[config.mk]
export PLATFORM = sky130hd
export DESIGN_NAME = audio_tx_serializer
export DESIGN_NICKNAME = d
export VERILOG_FILES = /design/src/rtl/audio_tx_pkg.sv /design/src/rtl/tx_cu_select.sv /design/src/rtl/tx_frame_track.sv /design/src/rtl/tx_bit_pick.sv /design/src/rtl/audio_tx_serializer.sv
export SDC_FILE = /design/constraint.sdc
export NUM_CORES = 1
export LEC_CHECK = 0
export BUFFER_PORTS_ARGS = -buffer_cell sky130_fd_sc_hd__buf_2
export CAP_MARGIN = 20
export CORE_ASPECT_RATIO = 0.75
export CORE_UTILIZATION = 53
export DETAILED_ROUTE_END_ITERATION = 8
export PLACE_DENSITY = 0.8
export RECOVER_POWER = 50
export SLEW_MARGIN = 20
export SYNTH_ARGS = -nofsm -noshare
export SYNTH_HDL_FRONTEND = slang
export SYNTH_SLANG_ARGS = --single-unit
[constraint.sdc]
create_clock -name clk_i -period 9.8 [get_ports clk_i]
set_input_delay 0 -clock clk_i [delete_from_list [all_inputs] [get_ports clk_i]]
set_output_delay 0 -clock clk_i [all_outputs]
set_load 0.1 [all_outputs]
[src/rtl/audio_tx_pkg.sv]
package audio_tx_pkg;
  localparam int POS_W = 6;

  function automatic logic [5:0] word_bits(input logic [2:0] sel);
    case (sel)
      3'd0:    return 6'd8;
      3'd1:    return 6'd16;
      3'd2:    return 6'd18;
      3'd3:    return 6'd20;
      3'd4:    return 6'd24;
      default: return 6'd32;
    endcase
  endfunction

  function automatic logic [5:0] slot_bits(input logic [1:0] sel);
    case (sel)
      2'd0:    return 6'd8;
      2'd1:    return 6'd16;
      2'd2:    return 6'd24;
      default: return 6'd32;
    endcase
  endfunction
endpackage

[src/rtl/tx_cu_select.sv]
module tx_cu_select #(
  parameter int N_CU = 2,
  parameter int CU_W = 1
) (
  input  logic [CU_W-1:0] sel_i,
  input  logic [N_CU-1:0] strb_i,
  input  logic [N_CU-1:0] fs_i,
  output logic            strb_o,
  output logic            fs_o
);
  always_comb begin
    strb_o = 1'b0;
    fs_o   = 1'b0;
    for (int i = 0; i < N_CU; i++) begin
      if (sel_i == CU_W'(i)) begin
        strb_o = strb_i[i];
        fs_o   = fs_i[i];
      end
    end
  end
endmodule

[src/rtl/tx_frame_track.sv]
module tx_frame_track #(
  parameter int POS_W = 6
) (
  input  logic             clk_i,
  input  logic             rst_ni,
  input  logic             strb_i,
  input  logic             fs_i,
  input  logic             delay_i,
  output logic             slot_start_o,
  output logic             chan_o,
  output logic [POS_W-1:0] pos_o
);
  logic             fs_d_q, fs_dd_q;
  logic             cur_fs, prev_fs;
  logic [POS_W-1:0] pos_q;

  // delayed format shifts the effective frame select by one strobe
  assign cur_fs       = delay_i ? fs_d_q  : fs_i;
  assign prev_fs      = delay_i ? fs_dd_q : fs_d_q;
  assign slot_start_o = cur_fs != prev_fs;
  assign chan_o       = cur_fs;

  always_comb begin
    if (slot_start_o)      pos_o = '0;
    else if (&pos_q)       pos_o = pos_q;
    else                   pos_o = pos_q + 1'b1;
  end

  always_ff @(posedge clk_i or negedge rst_ni) begin
    if (!rst_ni) begin
      fs_d_q  <= 1'b1;
      fs_dd_q <= 1'b1;
      pos_q   <= '1;
    end else if (strb_i) begin
      fs_d_q  <= fs_i;
      fs_dd_q <= fs_d_q;
      pos_q   <= pos_o;
    end
  end
endmodule

[src/rtl/tx_bit_pick.sv]
module tx_bit_pick #(
  parameter int DW    = 32,
  parameter int POS_W = 6
) (
  input  logic [DW-1:0]    sample_i,
  input  logic [2:0]       word_sel_i,
  input  logic [1:0]       slot_sel_i,
  input  logic             right_adj_i,
  input  logic [POS_W-1:0] pos_i,
  output logic             bit_o
);
  import audio_tx_pkg::*;
  localparam int IW = $clog2(DW);

  logic [6:0] w, s, e, pad, pos, rel, idx;
  logic       in_rng;

  always_comb begin
    w   = {1'b0, word_bits(word_sel_i)};
    s   = {1'b0, slot_bits(slot_sel_i)};
    e   = (w < s) ? w : s;            // truncate: keep MSBs
    pad = right_adj_i ? (s - e) : 7'd0;
    pos = 7'(pos_i);
    rel = pos - pad;
    idx = w - 7'd1 - rel;
    in_rng = (pos >= pad) && (pos < pad + e);
    bit_o  = in_rng ? sample_i[idx[IW-1:0]] : 1'b0;
  end
endmodule

[src/rtl/audio_tx_serializer.sv]
module audio_tx_serializer #(
  parameter int DW   = 32,
  parameter int N_CU = 2,
  localparam int CU_W = (N_CU > 1) ? $clog2(N_CU) : 1
) (
  input  logic            clk_i,
  input  logic            rst_ni,
  input  logic [CU_W-1:0] cu_sel_i,
  input  logic [N_CU-1:0] bclk_fall_i,
  input  logic [N_CU-1:0] fs_i,
  input  logic [2:0]      word_sel_i,
  input  logic [1:0]      slot_sel_i,
  input  logic            right_adj_i,
  input  logic            mono_i,
  input  logic            delay_i,
  input  logic            valid_i,
  input  logic [DW-1:0]   left_i,
  input  logic [DW-1:0]   right_i,
  output logic            ready_o,
  output logic            sd_o,
  output logic            underrun_o
);
  import audio_tx_pkg::*;

  logic             strb, fs, slot_start, chan, frame_start, nxt_bit;
  logic [POS_W-1:0] pos;
  logic [DW-1:0]    left_q, right_q, cur_l, cur_r, cur_s;
  logic             sd_q, underrun_q;

  tx_cu_select #(.N_CU(N_CU), .CU_W(CU_W)) u_cu (
    .sel_i (cu_sel_i),
    .strb_i(bclk_fall_i),
    .fs_i  (fs_i),
    .strb_o(strb),
    .fs_o  (fs)
  );

  tx_frame_track #(.POS_W(POS_W)) u_trk (
    .clk_i       (clk_i),
    .rst_ni      (rst_ni),
    .strb_i      (strb),
    .fs_i        (fs),
    .delay_i     (delay_i),
    .slot_start_o(slot_start),
    .chan_o      (chan),
    .pos_o       (pos)
  );

  assign frame_start = strb && slot_start && !chan;
  assign ready_o     = frame_start;

  // first bit of a frame uses the pair being accepted now
  always_comb begin
    if (frame_start) begin
      cur_l = valid_i ? left_i  : '0;
      cur_r = valid_i ? right_i : '0;
    end else begin
      cur_l = left_q;
      cur_r = right_q;
    end
    cur_s = (chan && !mono_i) ? cur_r : cur_l;
  end

  tx_bit_pick #(.DW(DW), .POS_W(POS_W)) u_pick (
    .sample_i   (cur_s),
    .word_sel_i (word_sel_i),
    .slot_sel_i (slot_sel_i),
    .right_adj_i(right_adj_i),
    .pos_i      (pos),
    .bit_o      (nxt_bit)
  );

  always_ff @(posedge clk_i or negedge rst_ni) begin
    if (!rst_ni) begin
      left_q     <= '0;
      right_q    <= '0;
      underrun_q <= 1'b0;
      sd_q       <= 1'b0;
    end else if (strb) begin
      sd_q <= nxt_bit;
      if (frame_start) begin
        left_q     <= cur_l;
        right_q    <= cur_r;
        underrun_q <= !valid_i;
      end
    end
  end

  assign sd_o       = sd_q;
  assign underrun_o = underrun_q;
endmodule

==> flow_summary.json, run 1 <==
{
  "status": "complete, but fails checks",
  "violations": "capacitance limit, slew limit",
  "whs_path_depth": 3,
  "power-per-cell-area_nw_per_um2": 199.5,
  "holdBufCountCts": 58,
  "fp.dieW_um": 112.4,
  "grt_max_degree": 86,
  "register_area_um2": 1862,
  "path_class": "in -> reg",
  "vdd_drop_max_v": 0.0001239,
  "synth_seq_area_share": 0.3844,
  "hp-start": "fs_i[0]",
  "htree_num_levels": 3,
  "clock.fmax_ghz": 0.2044,
  "grt_pass1_vias": 4671,
  "pwr-share-seq": 0.342,
  "fin_util": 0.7077,
  "grt-ovfl-total": 0,
  "fin_crit_ns": 4.893,
  "grt-busiest-layer": "met2",
  "pin_count": 83,
  "rows": 29,
  "slowest_stage": "o21ai_0",
  "syn_area_per_cell_um2": 8.588,
  "multi_input_area_um2": 2711,
  "routed_wl_um": 14420,
  "worstReg2RegEnd": "sd_o",
  "cap_violations": 2,
  "slowest_delay_ns": 0.46,
  "critPathMaxFanout": 6,
  "holdWs_ns": 0.04048,
  "worst_setup_path_start_kind": "input pin",
  "p_int_mw": 0.7616,
  "reg2reg_from": "u_trk.fs_d_q",
  "die_h_um": 84.79,
  "numCtsBuffers": 9,
  "worstRegToRegCells": 12,
  "critPathRequiredTime_ns": 10.08,
  "fin_area_um2": 6137,
  "ant_nets": 0,
  "finalSetupViolations": 0,
  "synth_top_area_cell": "dfrtp_1",
  "min_to": "u_trk.fs_d_q",
  "power.switching_mw": 0.4630,
  "rrSetupSlack_ns": 5.55,
  "synth-edff-count": 0,
  "clock_sinks": 74,
  "clk_pin_slew_worst_paths_ns": 0.06,
  "fin_skew_ns": 0.007456,
  "synth-main-ff-cell": "dfrtp_1",
  "drtPass1Iterations": 5,
  "synth_warnings": 0,
  "routabilityCongestion": 0.9103,
  "yosysUniqueCellTypes": 65,
  "core_um2": 8672,
  "grt_use_met2": 0.4980,
  "nFillCells": 677,
  "grt_pass1_wl_um": 23170,
  "grt_usage": 0.3190,
  "hold_viol_final": 0,
  "power_leakage_nw": 3.000,
  "slew_viol_final": 117,
  "die_area_um2": 9529,
  "pwr-share-clk": 0.257,
  "vias_per_cell": 6.073,
  "tightest_slew_ns": 3.983,
  "antenna_found_initial": 0,
  "syn-num-nets": 676,
  "drtIter0Drc": 684,
  "period_share": 0.4992,
  "ys_seq_elements": 74,
  "postSynthCellCount": 564,
  "combPwrFrac": 0.401,
  "crit_path_end_kind": "flip-flop",
  "slew_headroom": -1.655,
  "cts_tree": "built",
  "use_met1": 0.4344,
  "synth_area_um2": 4843,
  "hold_path_class": "in -> reg",
  "insertion_delay_ns": 0.34,
  "placed_cell_area_um2": 5284,
  "drive_gt1_frac": 0.1867,
  "hpwl_um": 9340,
  "avgRoutedWirePerCell_um": 18.04,
  "postCtsSetupBuffers": 0,
  "ys_top_cells_by_area": "dfrtp_1, nand2_1, ha_1",
  "critPathArrivalTime_ns": 5.17,
  "start_util": 0.5585,
  "clock-root-buffer": "clkbuf_16",
  "synth_top_area_frac": 0.3410,
  "synth_commonest_cells": "nand2_1, dfrtp_1, o21ai_0",
  "synth.most_common_cell": "nand2_1",
  "setup_tns_ns": 0,
  "via_count": 4852,
  "use_met3": 0.07942,
  "antennaDiodeCount": 0,
  "numPortBuffers": 82,
  "syn2layout_area_growth_pct": 26.71,
  "finalNetCount": 798,
  "rsz0062_at_grt": "no",
  "clk_path_buf_depth": 2,
  "drc": 0,
  "synthArstFlopShare": 1.000,
  "cts_resized": 0,
  "swShare": 0.3781
}
## sequential cells by signal (all words and copies together) (netlist names)
signal and count:
sd_o 1, left_q 32, underrun_o 1, u_trk.fs_d_q 1, u_trk.fs_dd_q 1, right_q 32, u_trk.pos_q 6
## cell families after synthesis
| logic type | share of synthesized area |
|---|---|
| AO/OA/AOI/OAI | 0.2356 |
| adder cells (fa/ha/maj) | 0.08887 |
| multiplexers | 0.02996 |
| buffers and inverters | 0.05709 |
| flip-flops | 0.3844 |
| AND/OR/NAND/NOR | 0.1842 |
| XOR/XNOR | 0.01989 |
## cell usage in the layout (no fill, tap or decap), drive strengths merged, types with 9 or more instances in the layout
cell type / n
clkbuf: 16
nor2: 21
ha: 28
inv: 31
dlygate4sd3: 58
buf: 84
nor3: 13
nand3: 21
dfrtp: 66
a211oi: 9
o21ai: 64
nand2: 108
a22o: 13
a21oi: 26
o211ai: 15
## worst max-delay path: cells and delay by family
kind	cells	cell delay [ns]
simple gates	9	1.40
xor+xnor	2	0.31
buf+inv	5	0.40
fa+ha+maj	4	1.12
compound gates	10	1.94
## stage by stage
step           setup slack [ns]  std cells  power, mW
5_1_grt                   4.545        799      1.290
4_1_cts                   4.975        799      1.215
6_report                  4.907        799      1.225
2_1_floorplan             5.227        564     0.7566
3_5_place_dp              4.640        725     0.8810
3_3_place_gp              4.801        725     0.8660
## power groups by stage
| stage | Sequential [mW] | Clock (mW) | Combinational, mW |
|---|---|---|---|
| finish | 0.419 | 0.315 | 0.491 |
| detailed placement | 0.423 | 0 | 0.458 |
| CTS | 0.418 | 0.316 | 0.481 |
| global placement | 0.419 | 0 | 0.447 |
| floorplan | 0.436 | 0 | 0.320 |
| global route | 0.427 | 0.328 | 0.535 |
## worst max path at each step
stage | from | to | slack (ns) | depth (start not counted)
2_1_floorplan | word_sel_i[1] | sd_o | 5.23 | 29
3_3_place_gp | word_sel_i[1] | sd_o | 4.80 | 31
3_5_place_dp | word_sel_i[1] | sd_o | 4.64 | 30
4_1_cts | word_sel_i[1] | sd_o | 4.98 | 30
5_1_grt | word_sel_i[1] | sd_o | 4.54 | 31
6_report | word_sel_i[1] | sd_o | 4.91 | 30
## routing by layer
metal / up-vias / wire length, um
met5: - / 0
met4: 0 / 359
met3: 36 / 1489
met2: 298 / 6462
met1: 2272 / 6105
li1: 2246 / -
## final cells by class
cell class / count / area share
Clock inverter: 4 / 0.004281
Timing Repair Buffer: 146 / 0.1672
Multi-Input combinational cell: 423 / 0.4418
Tap cell: 108 / 0.02202
Clock buffer: 12 / 0.04179
Sequential cell: 74 / 0.3034
Inverter: 32 / 0.01957
(Power assumes the default switching activity.)
==> run 2: changes to the inputs <==
--- a/config.mk
+++ b/config.mk
@@ -8,7 +8,7 @@
 export BUFFER_PORTS_ARGS = -buffer_cell sky130_fd_sc_hd__buf_2
 export CAP_MARGIN = 20
 export CORE_ASPECT_RATIO = 0.75
-export CORE_UTILIZATION = 53
+export CORE_UTILIZATION = 51
 export DETAILED_ROUTE_END_ITERATION = 8
 export PLACE_DENSITY = 0.8
 export RECOVER_POWER = 50
==> constraint.sdc (replaced) <==
create_clock -name clk_i -period 4.1 [get_ports clk_i]
set_input_delay 0 -clock clk_i [delete_from_list [all_inputs] [get_ports clk_i]]
set_output_delay 0 -clock clk_i [all_outputs]
set_load 0.1 [all_outputs]
==> run 2 against run 1 <==
The flow finishes with violations (setup timing). Register-to-register slack worse by 5.5 ns. Core utilization is 2.8 points higher. Combinational power grew to 2.8 times the previous value. First-iteration DRC count is 15% lower. Die area is 3.8% higher. Hold slack worse by 0.022 ns. Sequential power is 140% higher. Global-route usage is 0.094 points higher. Clock power grew to 2.8 times the previous value. Power grew to 2.7 times the previous value. Critical path type unchanged. Highest routed layer unchanged.
==> flow_summary.json, run 2 (synthesis gave the netlist of run 1 again) <==
{
  "reg2reg_from": "u_trk.pos_q[0]",
  "setup_tns_ns": -0.1089,
  "tightest_slew_ns": 1.451,
  "avgRoutedWirePerCell_um": 17.87,
  "whs_path_depth": 3,
  "placed_cell_area_um2": 5624,
  "slowest_stage": "a2111o_1",
  "status": "complete, but fails checks",
  "hpwl_um": 9967,
  "clock_sinks": 74,
  "layout.cells.most_common": "nand2_1",
  "worst_setup_path_start_kind": "input pin",
  "power-per-cell-area_nw_per_um2": 484.1,
  "die_area_um2": 9894,
  "grt_usage": 0.3199,
  "clock.fmax_ghz": 0.2376,
  "htree_num_levels": 3,
  "drc": 0,
  "vias_per_cell": 5.857,
  "fin_area_um2": 6714,
  "crit_start": "word_sel_i[0]",
  "grt_max_degree": 59,
  "critPathBufInv": 5,
  "hp-start": "left_i[24]",
  "slew_viol_final": 0,
  "hold_viol_final": 0,
  "critPathArrivalTime_ns": 4.49,
  "grt_pass1_vias": 4918,
  "clk_pin_slew_worst_paths_ns": 0.06,
  "critPathTopFamily": "compound AO/OA/AOI/OAI gates",
  "layout_setup_ws_ns": -0.1089,
  "rows": 30,
  "drtPass1Iterations": 5,
  "fp.dieW_um": 114.5,
  "insertion_delay_ns": 0.34,
  "numCtsBuffers": 9,
  "period_share": 1.027,
  "path_class": "in -> reg",
  "rrSetupSlack_ns": 0.04,
  "antennaDiodeCount": 0,
  "grt-ovfl-total": 0,
  "core_um2": 9121,
  "hold_path_class": "in -> reg",
  "min_to": "left_q[24]",
  "final_cell_mix": "nand2_1, buf_2, dfrtp_1",
  "via_count": 5043,
  "pin_count": 83,
  "antenna_found_initial": 0,
  "slew_headroom": 0.03245,
  "critPathMaxFanout": 4,
  "worstRegToRegCells": 13,
  "finalNetCount": 840,
  "clk_path_buf_depth": 2,
  "clock-root-buffer": "clkbuf_16",
  "routed_wl_um": 15390,
  "cts_tree": "built",
  "drive_gt1_frac": 0.2797,
  "worstReg2RegEnd": "sd_o",
  "crit_path_end_kind": "flip-flop",
  "power_leakage_nw": 3.246,
  "grt_pass1_wl_um": 24050,
  "violations": "setup timing",
  "slowest_delay_ns": 0.44,
  "rsz0062_at_grt": "yes",
  "ant_nets": 0,
  "drtIter0Drc": 580,
  "power_mw": 3.250,
  "finalSetupViolations": 1,
  "numPortBuffers": 82,
  "reg_top3": "left_q: 32 flops, right_q: 32 flops, u_trk.pos_q: 6 flops",
  "fin_crit_ns": 4.209,
  "fin_skew_ns": 0.006764,
  "syn2layout_area_growth_pct": 38.62,
  "start_util": 0.5310,
  "die_h_um": 86.40,
  "crit_top_cell": "inv_2",
  "cap_violations": 0,
  "routabilityCongestion": 1.011,
  "vdd_drop_max_v": 0.0003397,
  "critPathRequiredTime_ns": 4.38
}
## run 2: cell count changes in the layout (fill, tap and decap cells not counted), sizes merged
cell	delta
buf	+43
bufinv	+2
clkbuf	+1
clkinv	-3
clkinvlp	-1
dlygate4sd3	-1
inv	+1
## run 2: power breakdown
group	internal (mW)	total (mW)	switching (mW)
Sequential	0.921	1.00	0.0813
Clock	0.585	0.892	0.307
Combinational	0.571	1.36	0.785
## run 2: layout make-up
type                    count  area, um^2
multi-input cells         423        2874
fillers                   636        2407
flip-flops and latches     74        1862
repair buffers            188        1359
clock buffers              13       270.3
well taps                 128       160.2
inverters                  32       120.1
clock inverters             3       68.82
## run 2: worst max path at each step
stage                 to  slack, ns  cells past startpoint
floorplan           sd_o      0.003                     29
global placement    sd_o      -0.17                     26
detailed placement  sd_o      -0.35                     30
CTS                 sd_o       0.01                     30
global route        sd_o      -0.37                     30
finish              sd_o      -0.11                     30
## run 2: timing repair
item	4_1_cts	5_1_grt
resized for setup	2	30
setup endpoints to repair	1	1
setup buffers	0	6
endpoints found under the hold margin	72	0
pin swaps	1	23
hold buffers	57	0
## run 2: tightest hold or removal path, stage by stage
cell and delay [ns]:
buf_2 0.10, nand2_1 0.06, o21ai_0 0.12
## run 2: through the flow
step           instances  worst slack [ns]  hold slack, ns    util
2_1_floorplan        564          0.003353         -0.2956       -
3_3_place_gp         782           -0.1735        -0.06680  0.6166
3_5_place_dp         782           -0.3538        -0.06402  0.6166
4_1_cts              855           0.01356        0.001149  0.7171
5_1_grt              861           -0.3673         0.01486  0.7361
6_report             861           -0.1089         0.01882  0.7361
## run 2: layer usage
layer,global-route usage,wire [um],vias up
li1,-,-,2338
met1,0.4052,6315,2399
met2,0.5278,7185,256
met3,0.09161,1460,50
met4,0.1122,423,0
met5,0,0,-
==> run 3: changes to the inputs <==
--- a/config.mk
+++ b/config.mk
@@ -8,6 +8,7 @@
 export BUFFER_PORTS_ARGS = -buffer_cell sky130_fd_sc_hd__buf_2
 export CAP_MARGIN = 20
 export CORE_ASPECT_RATIO = 0.75
+export CORE_MARGIN = 2
 export CORE_UTILIZATION = 51
 export DETAILED_ROUTE_END_ITERATION = 8
 export PLACE_DENSITY = 0.8
==> run 3 against run 2 <==
The run ends with hold timing, setup timing left. Setup slack gained 0.0032 ns. Combinational power is 5% higher. Clock-buffer cell count is 1 lower. Register-to-register slack is essentially flat. Global-route usage increased by 0.13 points. Maximum frequency barely moved. Largest cell class unchanged.
==> flow_summary.json, run 3 (synthesis gave the netlist of run 1 again) <==
{
  "cts_tree": "built",
  "drtPass1Iterations": 5,
  "violations": "hold timing, setup timing",
  "hold_path_class": "in -> reg",
  "worstRegToRegCells": 13,
  "critPathRequiredTime_ns": 4.32,
  "grt_pass1_vias": 5123,
  "slew_viol_final": 0,
  "avgRoutedWirePerCell_um": 18.91,
  "period_share": 1.026,
  "die_area_um2": 10300,
  "drtIter0Drc": 633,
  "antennaDiodeCount": 0,
  "fin_area_um2": 6832,
  "power_mw": 3.251,
  "multi_input_area_um2": 2949,
  "antenna_found_initial": 0,
  "power_leakage_nw": 3.288,
  "fp.dieW_um": 116.5,
  "grt_pass1_wl_um": 25120,
  "insertion_delay_ns": 0.34,
  "layout.cells.most_common": "nand2_1",
  "rrSetupSlack_ns": 0.05,
  "grt_max_degree": 60,
  "power-per-cell-area_nw_per_um2": 475.9,
  "hp-start": "left_i[17]",
  "placed_cell_area_um2": 5624,
  "min_to": "left_q[17]",
  "start_util": 0.5310,
  "grt_usage": 0.3212,
  "cap_violations": 0,
  "final_cell_mix": "nand2_1, buf_2, dfrtp_1",
  "syn2layout_area_growth_pct": 41.05,
  "hold_viol_final": 1,
  "core_um2": 9121,
  "htree_num_levels": 3,
  "slowest_delay_ns": 0.58,
  "clk_pin_slew_worst_paths_ns": 0.06,
  "clock.fmax_ghz": 0.2378,
  "reg_top3": "left_q: 32 flops, right_q: 32 flops, u_trk.pos_q: 6 flops",
  "slowest_stage": "fa_2",
  "drive_gt1_frac": 0.3007,
  "crit_path_end_kind": "flip-flop",
  "holdWs_ns": -0.001072,
  "slew_headroom": 0.04199,
  "drc": 0,
  "critPathArrivalTime_ns": 4.42,
  "rsz0062_at_grt": "yes",
  "register_area_um2": 1862,
  "routed_wl_um": 16510,
  "post-place-cells": 782,
  "numPortBuffers": 82,
  "path_cells": "buf_2 > nor2_4 > inv_2 > nand2_2 > inv_2 > nor2_4 > ha_4 > o21a_4 > o21ai_4 > a21o_1 > inv_2 > ha_4 > xor2_1 > nand2_1 > buf_4 > fa_1 > inv_1 > fa_2 > inv_2 > nor2_2 > nand3_1 > a22oi_1 > nor4_2 > a221o_1",
  "via_count": 5239,
  "finalNetCount": 852,
  "fin_skew_ns": 0.005981,
  "numCtsBuffers": 9,
  "status": "complete, but fails checks",
  "hpwl_um": 10020,
  "routabilityCongestion": 0.9601,
  "critPathMaxFanout": 5,
  "reg2reg_from": "u_trk.fs_dd_q",
  "fin_crit_ns": 4.206,
  "clock_sinks": 74,
  "ant_nets": 0,
  "nFillCells": 624,
  "vdd_drop_max_v": 0.0003460,
  "layout_setup_ws_ns": -0.1057,
  "setup_tns_ns": -0.1057,
  "pin_count": 83,
  "crit_top_cell": "inv_2",
  "grt-ovfl-total": 0,
  "path_class": "in -> reg",
  "finalSetupViolations": 1,
  "finalNonFillerCells": 873,
  "clock-root-buffer": "clkbuf_16",
  "die_h_um": 88.40,
  "rows": 30,
  "vias_per_cell": 6.001,
  "worstReg2RegEnd": "sd_o",
  "tightest_slew_ns": 1.437,
  "clk_path_buf_depth": 2,
  "whs_path_depth": 3,
  "worst_setup_path_start_kind": "input pin"
}
run 3: how the worst max path moves through the flow:
| stage | startpoint | slack (ns) | cells past startpoint | end |
|---|---|---|---|---|
| after floorplan | word_sel_i[1] | 0.003 | 29 | sd_o |
| after global placement | slot_sel_i[0] | -0.20 | 28 | sd_o |
| after detailed placement | slot_sel_i[0] | -0.52 | 28 | sd_o |
| after CTS | word_sel_i[0] | -0.07 | 29 | sd_o |
| after global routing | word_sel_i[0] | -0.23 | 31 | sd_o |
| final | word_sel_i[0] | -0.11 | 24 | sd_o |
run 3: cell type report:
class	count	share of cell area
Clock inverter	4	0.007326
Sequential cell	74	0.2725
Timing Repair Buffer	200	0.2099
Tap cell	128	0.02344
Multi-Input combinational cell	423	0.4317
Inverter	32	0.01758
Clock buffer	12	0.03755
run 3: layer usage:
metal  track usage  part of all wire  routed length (um)  vias up
li1              -                 -                   -     2359
met1        0.3871              0.39                6450     2509
met2        0.5396              0.47                7799      296
met3       0.09863             0.095                1573       75
met4        0.1364             0.042                 686        0
met5             0                 0                   0        -
run 3: stage by stage:
| step | util | setup slack [ns] |
|---|---|---|
| after floorplan | - | 0.003353 |
| after global placement | 0.6166 | -0.2014 |
| after detailed placement | 0.6166 | -0.5156 |
| after CTS | 0.7374 | -0.06629 |
| after global routing | 0.7490 | -0.2324 |
| final | 0.7490 | -0.1057 |
run 3: critical path, delay by kind of cell:
family,cells,cell delay (ns)
AND/OR/NAND/NOR,7,0.81
XOR/XNOR,1,0.22
AO/OA/AOI/OAI,5,1.20
buffers and inverters,7,0.61
adder cells (fa/ha/maj),4,1.58
run 3: timing repair:
item                                    in CTS  in global routing
cloned                                       0                  0
endpoints found under the setup margin       1                  1
hold endpoints to repair                    70                  0
hold buffers                                56                  0
pin swaps                                   18                 14
setup buffers                               17                  2
gates resized for setup                     21                 20
run 3: report_power, final:
part	internal [mW]	leakage (nW)	total [mW]	switching (mW)
Combinational	0.605	2.19	1.43	0.828
Clock	0.503	0.145	0.812	0.309
Sequential	0.921	0.949	1.01	0.0859
Total	2.03	3.29	3.25	1.22
